$ cat src/rtl/nrzi_deframer_pkg.sv
package nrzi_deframer_pkg;

  // Meaning of one decoded line bit after run analysis
  typedef enum logic [1:0] {
    CLS_DATA  = 2'd0,
    CLS_STUFF = 2'd1,
    CLS_FLAG  = 2'd2,
    CLS_ABORT = 2'd3
  } bit_class_e;

endpackage

$ cat src/rtl/nrzi_line_decoder.sv
module nrzi_line_decoder #(
  parameter logic IDLE_LEVEL = 1'b1
) (
  input  logic clk,
  input  logic rst_n,
  input  logic tick,
  input  logic line_in,
  output logic dec_bit
);

  logic prev_q;
  logic prev_d;

  always_comb begin
    prev_d = prev_q;
    if (tick) begin
      prev_d = line_in;
    end
  end

  always_ff @(posedge clk or negedge rst_n) begin
    if (!rst_n) begin
      prev_q <= IDLE_LEVEL;
    end else begin
      prev_q <= prev_d;
    end
  end

  // unchanged level is a one, a change is a zero
  assign dec_bit = (line_in == prev_q);

endmodule

$ cat src/rtl/nrzi_run_tracker.sv
module nrzi_run_tracker
  import nrzi_deframer_pkg::*;
#(
  parameter int STUFF_RUN = 5
) (
  input  logic       clk,
  input  logic       rst_n,
  input  logic       tick,
  input  logic       bit_in,
  output bit_class_e cls
);

  localparam int FLAG_RUN = STUFF_RUN + 1;
  localparam int SAT_RUN  = STUFF_RUN + 2;
  localparam int LEN_W    = $clog2(SAT_RUN + 1);

  logic             run_val_q, run_val_d;
  logic [LEN_W-1:0] run_len_q, run_len_d;

  // classify the incoming bit against the run seen so far
  always_comb begin
    cls = CLS_DATA;
    if (run_len_q == LEN_W'(STUFF_RUN) && bit_in != run_val_q) begin
      cls = CLS_STUFF;
    end else if (run_len_q == LEN_W'(FLAG_RUN) && run_val_q && !bit_in) begin
      cls = CLS_FLAG;
    end else if (run_val_q == bit_in &&
                 (( bit_in && run_len_q == LEN_W'(FLAG_RUN)) ||
                  (!bit_in && run_len_q == LEN_W'(STUFF_RUN)))) begin
      cls = CLS_ABORT;
    end
  end

  always_comb begin
    run_val_d = run_val_q;
    run_len_d = run_len_q;
    if (tick) begin
      if (cls == CLS_STUFF || cls == CLS_FLAG) begin
        run_len_d = '0;
      end else if (run_len_q != '0 && bit_in == run_val_q) begin
        run_len_d = (run_len_q == LEN_W'(SAT_RUN)) ? run_len_q : run_len_q + 1'b1;
      end else begin
        run_val_d = bit_in;
        run_len_d = LEN_W'(1);
      end
    end
  end

  always_ff @(posedge clk or negedge rst_n) begin
    if (!rst_n) begin
      run_val_q <= 1'b0;
      run_len_q <= '0;
    end else begin
      run_val_q <= run_val_d;
      run_len_q <= run_len_d;
    end
  end

endmodule

$ cat src/rtl/nrzi_crc_serial.sv
module nrzi_crc_serial #(
  parameter int             CRC_W    = 16,
  parameter logic [CRC_W-1:0] CRC_POLY = 16'h1021,
  parameter logic [CRC_W-1:0] CRC_INIT = 16'hFFFF
) (
  input  logic             clk,
  input  logic             rst_n,
  input  logic             clr,
  input  logic             en,
  input  logic             bit_in,
  output logic [CRC_W-1:0] crc
);

  logic [CRC_W-1:0] crc_d;
  logic             fb;

  always_comb begin
    fb    = crc[CRC_W-1] ^ bit_in;
    crc_d = crc;
    if (clr) begin
      crc_d = CRC_INIT;
    end else if (en) begin
      crc_d = {crc[CRC_W-2:0], 1'b0} ^ (fb ? CRC_POLY : '0);
    end
  end

  always_ff @(posedge clk or negedge rst_n) begin
    if (!rst_n) begin
      crc <= CRC_INIT;
    end else begin
      crc <= crc_d;
    end
  end

endmodule

$ cat src/rtl/nrzi_deframer.sv
module nrzi_deframer
  import nrzi_deframer_pkg::*;
#(
  parameter int               STUFF_RUN = 5,
  parameter int               CRC_W     = 16,
  parameter logic [CRC_W-1:0] CRC_POLY  = 16'h1021,
  parameter logic [CRC_W-1:0] CRC_INIT  = 16'hFFFF,
  parameter logic [CRC_W-1:0] CRC_GOOD  = 16'h0000
) (
  input  logic clk,
  input  logic rst_n,
  input  logic bit_tick,
  input  logic line_in,
  output logic rx_bit,
  output logic rx_valid,
  output logic frame_start,
  output logic frame_end,
  output logic frame_good,
  output logic abort_err
);

  // bits of a closing flag already accepted when it is recognised
  localparam int FLAG_TAIL = STUFF_RUN + 2;
  localparam int DLY       = CRC_W + FLAG_TAIL;
  localparam int FILL_W    = $clog2(DLY + 1);

  // reset: asynchronous assert, synchronous release
  logic [1:0] rst_sync_q;
  logic       rst_core_n;

  always_ff @(posedge clk or negedge rst_n) begin
    if (!rst_n) begin
      rst_sync_q <= 2'b00;
    end else begin
      rst_sync_q <= {rst_sync_q[0], 1'b1};
    end
  end
  assign rst_core_n = rst_sync_q[1];

  logic       dec_bit;
  bit_class_e cls;

  nrzi_line_decoder #(.IDLE_LEVEL(1'b1)) u_dec (
    .clk     (clk),
    .rst_n   (rst_core_n),
    .tick    (bit_tick),
    .line_in (line_in),
    .dec_bit (dec_bit)
  );

  nrzi_run_tracker #(.STUFF_RUN(STUFF_RUN)) u_run (
    .clk    (clk),
    .rst_n  (rst_core_n),
    .tick   (bit_tick),
    .bit_in (dec_bit),
    .cls    (cls)
  );

  logic [DLY-1:0]    sr_q, sr_d;
  logic [FILL_W-1:0] fill_q, fill_d;
  logic              in_frame_q, in_frame_d;
  logic              first_q, first_d;
  logic              bit_d, valid_d, start_d, end_d, good_d, abort_d;
  logic              crc_clr, crc_en, crc_bit;
  logic [CRC_W-1:0]  crc;

  nrzi_crc_serial #(
    .CRC_W    (CRC_W),
    .CRC_POLY (CRC_POLY),
    .CRC_INIT (CRC_INIT)
  ) u_crc (
    .clk    (clk),
    .rst_n  (rst_core_n),
    .clr    (crc_clr),
    .en     (crc_en),
    .bit_in (crc_bit),
    .crc    (crc)
  );

  logic push, flag_hit, run_bad;
  assign push     = bit_tick && (cls == CLS_DATA);
  assign flag_hit = bit_tick && (cls == CLS_FLAG);
  assign run_bad  = bit_tick && (cls == CLS_ABORT);
  assign crc_bit  = sr_q[FLAG_TAIL-1];

  always_comb begin
    sr_d       = sr_q;
    fill_d     = fill_q;
    in_frame_d = in_frame_q;
    first_d    = first_q;
    bit_d      = rx_bit;
    valid_d    = 1'b0;
    start_d    = 1'b0;
    end_d      = 1'b0;
    good_d     = 1'b0;
    abort_d    = 1'b0;
    crc_clr    = 1'b0;
    crc_en     = 1'b0;
    if (flag_hit) begin
      end_d      = in_frame_q && (fill_q > FILL_W'(FLAG_TAIL));
      good_d     = in_frame_q && (fill_q == FILL_W'(DLY)) && (crc == CRC_GOOD);
      in_frame_d = 1'b1;
      first_d    = 1'b1;
      fill_d     = '0;
      crc_clr    = 1'b1;
    end else if (run_bad) begin
      abort_d    = in_frame_q;
      in_frame_d = 1'b0;
      fill_d     = '0;
      crc_clr    = 1'b1;
    end else if (push) begin
      sr_d    = {sr_q[DLY-2:0], dec_bit};
      fill_d  = (fill_q == FILL_W'(DLY)) ? fill_q : fill_q + 1'b1;
      crc_en  = (fill_q >= FILL_W'(FLAG_TAIL));
      valid_d = in_frame_q && (fill_q == FILL_W'(DLY));
      bit_d   = sr_q[DLY-1];
      start_d = valid_d && first_q;
      first_d = first_q && !valid_d;
    end
  end

  always_ff @(posedge clk or negedge rst_core_n) begin
    if (!rst_core_n) begin
      sr_q        <= '0;
      fill_q      <= '0;
      in_frame_q  <= 1'b0;
      first_q     <= 1'b0;
      rx_bit      <= 1'b0;
      rx_valid    <= 1'b0;
      frame_start <= 1'b0;
      frame_end   <= 1'b0;
      frame_good  <= 1'b0;
      abort_err   <= 1'b0;
    end else begin
      sr_q        <= sr_d;
      fill_q      <= fill_d;
      in_frame_q  <= in_frame_d;
      first_q     <= first_d;
      rx_bit      <= bit_d;
      rx_valid    <= valid_d;
      frame_start <= start_d;
      frame_end   <= end_d;
      frame_good  <= good_d;
      abort_err   <= abort_d;
    end
  end

endmodule

$ cat config.mk
export PLATFORM = sky130hd
export DESIGN_NAME = nrzi_deframer
export DESIGN_NICKNAME = d
export VERILOG_FILES = /design/src/rtl/nrzi_deframer_pkg.sv /design/src/rtl/nrzi_line_decoder.sv /design/src/rtl/nrzi_run_tracker.sv /design/src/rtl/nrzi_crc_serial.sv /design/src/rtl/nrzi_deframer.sv
export SDC_FILE = /design/constraint.sdc
export NUM_CORES = 1
export LEC_CHECK = 0
export BUFFER_PORTS_ARGS = -buffer_cell sky130_fd_sc_hd__buf_2
export CAP_MARGIN = 5
export CORE_ASPECT_RATIO = 0.5
export CORE_MARGIN = 3
export CORE_UTILIZATION = 65
export DETAILED_ROUTE_END_ITERATION = 8
export PLACE_DENSITY = 0.82
export SYNTH_ARGS = -nofsm -noshare
export SYNTH_HDL_FRONTEND = slang
export SYNTH_SLANG_ARGS = --single-unit
$ cat constraint.sdc
create_clock -name clk -period 3.82 [get_ports clk]
set_input_delay 0.382 -clock clk [delete_from_list [all_inputs] [get_ports clk]]
set_output_delay 0.382 -clock clk [all_outputs]
set_load 0.01 [all_outputs]
After elaboration in Yosys (flattened, before gate mapping)
Cells that the tools add are included.
Word-level totals
  flip-flop bits (word level): 59
  input port bits: 4
  word-level logic and storage cells: 103
Cells by class
  add/sub/neg operators: 2
  magnitude comparators: 2
  equality and inequality tests: 14
  multiplexer cells: 33
  bitwise gates (word level): 6
  reduce and logical (&&, ||, !) cells: 31
Operators with widths (count)
  16-bit two-way mux: 2
  1-bit two-way mux: 20
  5-bit two-way mux: 4
  16-bit zero test: 1
  16-bit XOR: 1
  1-bit logical AND: 15
  13-bit two-way mux: 1
  3-bit == test, second input constant: 3
  3-bit two-way mux: 3
  2-bit two-way mux: 3
  2-bit AND reduction: 3
  3-bit AND reduction: 2
  2-bit nonzero test: 3
  3-bit nonzero test: 2
  5-bit by 1-bit adder with 5-bit output, second input constant: 1
  5-bit == test, second input constant: 1
  5-bit by 3-bit greater-or-equal comparator with 1-bit output, second input constant: 1
  5-bit by 3-bit > comparator with 1-bit output, second input constant: 1
  2-bit == test, second input constant: 2
  1-bit NOT: 4
  3-bit by 1-bit adder with 3-bit output, second input constant: 1
  1-bit == test: 3
  3-bit by 2-bit != test with 1-bit output, second input constant: 1
  3-bit != test, second input constant: 1
  7 further kinds: 9

Depth between registers and ports, before layout
  word-level depth: 15
  gate-level depth with buffers: 14
  depth with buffers taken out: 11

Hierarchy
Synthesis repeated with hierarchy kept, for this count alone.
Second synthesis, totals
  cell total of the unflattened synthesis: 259
  area total of the unflattened synthesis: 2701.3 um^2
By module, submodules not included
  nrzi_deframer: times used 1, cells each 164, area an instance 1554.0 um^2, seq. area each 950.9 um^2
  nrzi_crc_serial: times used 1, cells each 56, area an instance 740.7 um^2, seq. area each 420.4 um^2
  nrzi_run_tracker: times used 1, cells each 36, area an instance 356.6 um^2, seq. area each 100.1 um^2
  nrzi_line_decoder: times used 1, cells each 3, area an instance 50.0 um^2, seq. area each 26.3 um^2

Worst setup path before layout
Ideal clock, no wire load.
  kind: register to register
  start: register u_dec.prev_q
  end: register u_crc.crc[10]
  library setup time: 0.090 ns
  arrival: 2.436 ns
  data required time: 3.730 ns
  setup slack: 1.293 ns
  stages on the path, launching flop included: 13
  path buffers: 3
  cells stage by stage: dfstp_2 -> xnor2_1 -> nand2b_1 -> mux2i_1 -> and2_1 -> ha_1 -> and4bb_1 -> buf_6 -> nor3b_2 -> buf_6 -> buf_6 -> mux2i_1 -> nand2_1
Between the ends
  longest elaborated chain between the ends: 14
  elaborated cells between the ends (all ways): 26
RTL lines
  start: declaration: line nrzi_line_decoder.sv:11  | logic prev_q;
  start signal: assignment: line nrzi_line_decoder.sv:25  | prev_q <= prev_d;
  1-bit == test *: line nrzi_line_decoder.sv:30  | assign dec_bit = (line_in == prev_q);
  1-bit zero test: line nrzi_run_tracker.sv:25, nrzi_run_tracker.sv:29
  1-bit logical AND: line nrzi_run_tracker.sv:29  | (!bit_in && run_len_q == LEN_W'(STUFF_RUN)))) begin
  1-bit logical OR: line nrzi_run_tracker.sv:28  | (( bit_in && run_len_q == LEN_W'(FLAG_RUN)) ||
  1-bit logical AND: line nrzi_run_tracker.sv:27  | end else if (run_val_q == bit_in &&
  2-bit two-way mux: line nrzi_run_tracker.sv:27
  2-bit two-way mux: line nrzi_run_tracker.sv:25  | end else if (run_len_q == LEN_W'(FLAG_RUN) && run_val_q && !bit_in) begin
  2-bit two-way mux *: line nrzi_run_tracker.sv:23  | if (run_len_q == LEN_W'(STUFF_RUN) && bit_in != run_val_q) begin
  2-bit zero test: line nrzi_deframer.sv:81  | assign push = bit_tick && (cls == CLS_DATA);
  1-bit logical AND: line nrzi_deframer.sv:81
  1-bit two-way mux: line nrzi_deframer.sv:111  | end else if (push) begin
  1-bit two-way mux: line nrzi_deframer.sv:106  | end else if (run_bad) begin
  1-bit two-way mux: line nrzi_deframer.sv:99  | if (flag_hit) begin
  2-bit nonzero test (no source line)
  end signal: assignment: line nrzi_crc_serial.sv:31  | crc <= crc_d;
  end: declaration: line nrzi_crc_serial.sv:11  | output logic [CRC_W-1:0] crc
Mark *: on every way between the ends. The rest lies on a longest branch, timed or not.
A chain may end at the register's enable or synchronous reset.

Final worst setup path
  start: register u_run.run_len_q[1]
  end: register u_crc.crc[8]
Between the ends
  longest elaborated chain between the ends: 13
  elaborated cells between the ends (all ways): 25
RTL lines
  start: declaration: line nrzi_run_tracker.sv:18  | logic [LEN_W-1:0] run_len_q, run_len_d;
  start signal: assignment: line nrzi_run_tracker.sv:55  | run_len_q <= run_len_d;
  3-bit == test, on equally long branches
  1-bit logical AND, on equally long branches: line nrzi_run_tracker.sv:28, nrzi_run_tracker.sv:29
  1-bit logical OR: line nrzi_run_tracker.sv:28
  1-bit logical AND: line nrzi_run_tracker.sv:27
  2-bit two-way mux: line nrzi_run_tracker.sv:27
  2-bit two-way mux: line nrzi_run_tracker.sv:25
  2-bit two-way mux *: line nrzi_run_tracker.sv:23
  2-bit zero test: line nrzi_deframer.sv:81
  1-bit logical AND: line nrzi_deframer.sv:81
  1-bit two-way mux: line nrzi_deframer.sv:111
  1-bit two-way mux: line nrzi_deframer.sv:106
  1-bit two-way mux: line nrzi_deframer.sv:99
  2-bit nonzero test (no source line)
Marked as above.

==> metrics.cfg <==
[worst_setup_path]
worst_path_largest_cell_delay_ns=0.42
worst-endpoint-required_ns=4.08
path_max_fanout=17
critical_path.cell_chain=inv_1, ha_1, nand2_1, a21oi_1, nand2b_1, inv_1, ha_1, and4bb_1, nor3b_2, buf_4, mux2i_1, nand2_1
setup.reg_to_reg.worst_slack_ns=1.09
crit-reg2reg-launch=u_run.run_len_q[1]
cells_on_worst_reg2reg_path=12
worst-endpoint-arrival_ns=2.99
crit_slowest_cell=sky130_fd_sc_hd__dfrtp_1
worst_setup_path_startpoint=u_run.run_len_q[1]
critical_path.startpoint_type=register
rr_endpoint=u_crc.crc[8]
path_class=reg2reg
critical_path.endpoint_type=register

[worst_hold_path]
hold_class=reg2reg
whs_path_depth=0
hold_path_startpoint=rst_sync_q[0]
min_to=rst_sync_q[1]

[route]
drtAntennaViolNets=0
via_count=1658
drt-vias-per-instance=5.76
firstDrtPassIters=4
number_of_drc_markers_after_the_initial_detailed_route_iteration=62
wirelength_mm=4.66
routedWlPerCell_um=16.2
drc=0

[global_routing]
groute.layer.met2.usage_pct=36.6
globalRoute.busiestLayer=met2
global_route.overflow_total=0
number_of_global_route_vias_before_repair=1768
number_of_antenna_violations_at_the_first_check_in_global_routing=0
use_met1_pct=26.9
globalRouteTotalUtil_pct=21.9
grt_start_max_net_pins=48
first_pass_grt_wire_length_mm=8.29
grtUsageMet3_pct=7.63

[logic_synthesis]
post_synth_arst_share_pct=100
synth_edf_count=0
postSynth.topFlopCell=sky130_fd_sc_hd__dfrtp_1
seq_area_frac_synth_pct=55.6
yosys_top_cell_area_share_pct=39.1
postSynthCellCount=214
synth.top_cells.by_area=sky130_fd_sc_hd__dfrtp_1, sky130_fd_sc_hd__dfstp_2, sky130_fd_sc_hd__mux2_2
synthMostInstantiatedCell=sky130_fd_sc_hd__dfrtp_1
mappedNetlistArea_um2=2690
postSynthNetCount=227
synth_top_area_cell=sky130_fd_sc_hd__dfrtp_1
synth_cell_types=43
number_of_storage_elements_in_the_synthesis_netlist=59
netlist_top_cells_count=sky130_fd_sc_hd__dfrtp_1, sky130_fd_sc_hd__nand2_1, sky130_fd_sc_hd__mux2_2
yosysWarningCount=0
post_synth.cell_area_avg_um2=12.6

[layout]
final-instance-count-excl-fill=288
multi_input_area_um2=1100
layout.cell_area.non_filler_um2=3000
n_antenna_cell=0
layout.area.seq_um2=1500
drive_gt1_share_pct=32.5
fill_cells=229
final_core_utilization_pct=81.2
layout-area-overhead-vs-synth_pct=11.6
finish.net_count=245

[placement]
placedCellCount=271
detailed_place_hpwl_mm=3.01
routabilityCongestion=0.892
placement.cell_area_um2=2780
io_buffer_count=9

[cts]
numCtsBuffers=9
clock_sink_total=59
cts_repair_resize_count=0
clock_tree_from_tritoncts=built
total_number_of_h_tree_levels=3
cts.clk_slew.worst_paths_ns=0.07
insertion_delay_ns=0.33
max-clock-path-buffers=2
cts-root-buf=sky130_fd_sc_hd__clkbuf_8

[floorplanning]
floorplan.initialDensity_pct=72.8
core-area_um2=3700
io-pin-count=10
die_height_um=51.5
die_area_um2=5000
placementRows=15
die_width_um=97

[power]
leakage_nw=1.40
ir_drop_mv=0.482
cellPowerDensity_nw_per_um2=847

[sta]
period_share_pct=71.5
timing_hold_violations_final=0
setup_viol=0
worst_pin_slew_ns=0.971
timing.clock.skew_ns=0.00702
worst_slew_margin_rel_pct=35.2
fmaxAchievable_ghz=0.366
finalMaxSlewViolations=0
unrepaired_setup_endpoints_after_global_routing=false
finalWorstPathRequiredPeriod_ns=2.73
setup_total_negative_slack_ns=0

[run]
max_cap_violations=0

[status]
status=finished, final reports clean

## layer usage
layer / share of wire (%) / routed length [µm]
met1: 43 / 2000
met5: 0 / 0
met2: 51 / 2350
met4: 1.1 / 51
met3: 5.5 / 254
## cells in the final DEF (no fill, tap or decap), types with 5 or more instances in the layout
cell type,n
sky130_fd_sc_hd__buf_2,9
sky130_fd_sc_hd__clkbuf_8,11
sky130_fd_sc_hd__dfrtp_1,41
sky130_fd_sc_hd__dfstp_2,17
sky130_fd_sc_hd__ha_1,9
sky130_fd_sc_hd__inv_1,11
sky130_fd_sc_hd__mux2_2,25
sky130_fd_sc_hd__mux2i_1,18
sky130_fd_sc_hd__nand2_1,27
sky130_fd_sc_hd__nor4_1,5
## registers in the layout (all words and copies together) (netlist names), 2 cells and up
signal           cells
u_crc.crc           16
u_run.run_len_q      3
rst_sync_q           2
fill_q               5
sr_q                23
## cells by family after synthesis
family / Yosys count / synth area share, %
flops: 59 / 55.6
fa+ha+maj: 9 / 4.18
simple gates: 56 / 11.3
xor+xnor: 5 / 2.18
other cells: 1 / 0.139
compound gates: 23 / 6.00
buf+inv: 18 / 3.44
mux: 43 / 17.2
## how the worst max path moves through the flow
stage | endpoint | slack (ns) | cells past startpoint
after floorplan | u_crc.crc[10] | 1.29 | 12
after global placement | u_crc.crc[6] | 1.25 | 11
after detailed placement | u_crc.crc[9] | 1.10 | 11
after CTS | u_crc.crc[8] | 1.11 | 12
after global routing | u_crc.crc[8] | 0.85 | 12
final | u_crc.crc[8] | 1.09 | 12
## layout make-up
class / instances / area share (%)
Sequential cell: 59 / 49.9
Multi-Input combinational cell: 137 / 36.7
Clock buffer: 11 / 5.04
Timing Repair Buffer: 14 / 2.83
Tap cell: 51 / 2.13
Clock inverter: 5 / 2.04
Inverter: 11 / 1.38
## critical path: cells and delay by family, from the launching register on
family	cells	cell delay, ns
buf+inv	3	0.48
flops	1	0.42
simple gates	5	0.86
compound gates	1	0.17
fa+ha+maj	2	0.45
mux	1	0.27
## per-stage QoR
step | worst slack (ns) | total power, mW | hold slack (ns)
floorplan | 1.29 | 1.79 | 0.0864
global placement | 1.25 | 1.89 | 0.166
detailed placement | 1.10 | 1.96 | 0.170
CTS | 1.11 | 2.56 | 0.338
global route | 0.852 | 2.73 | 0.349
finish | 1.09 | 2.54 | 0.347
## power by group
group,leakage [nW],switching [mW],internal [mW]
Clock,0.0978,0.245,0.337
Sequential,0.693,0.222,0.967
Combinational,0.609,0.363,0.409
Total,1.40,0.830,1.71
## repair_timing
action                     4_1_cts  5_1_grt
hold endpoints to repair         2        0
hold buffers                     1        0
setup endpoints to repair        0        0
buffers inserted                 0        0
(Power assumes the default switching activity.)
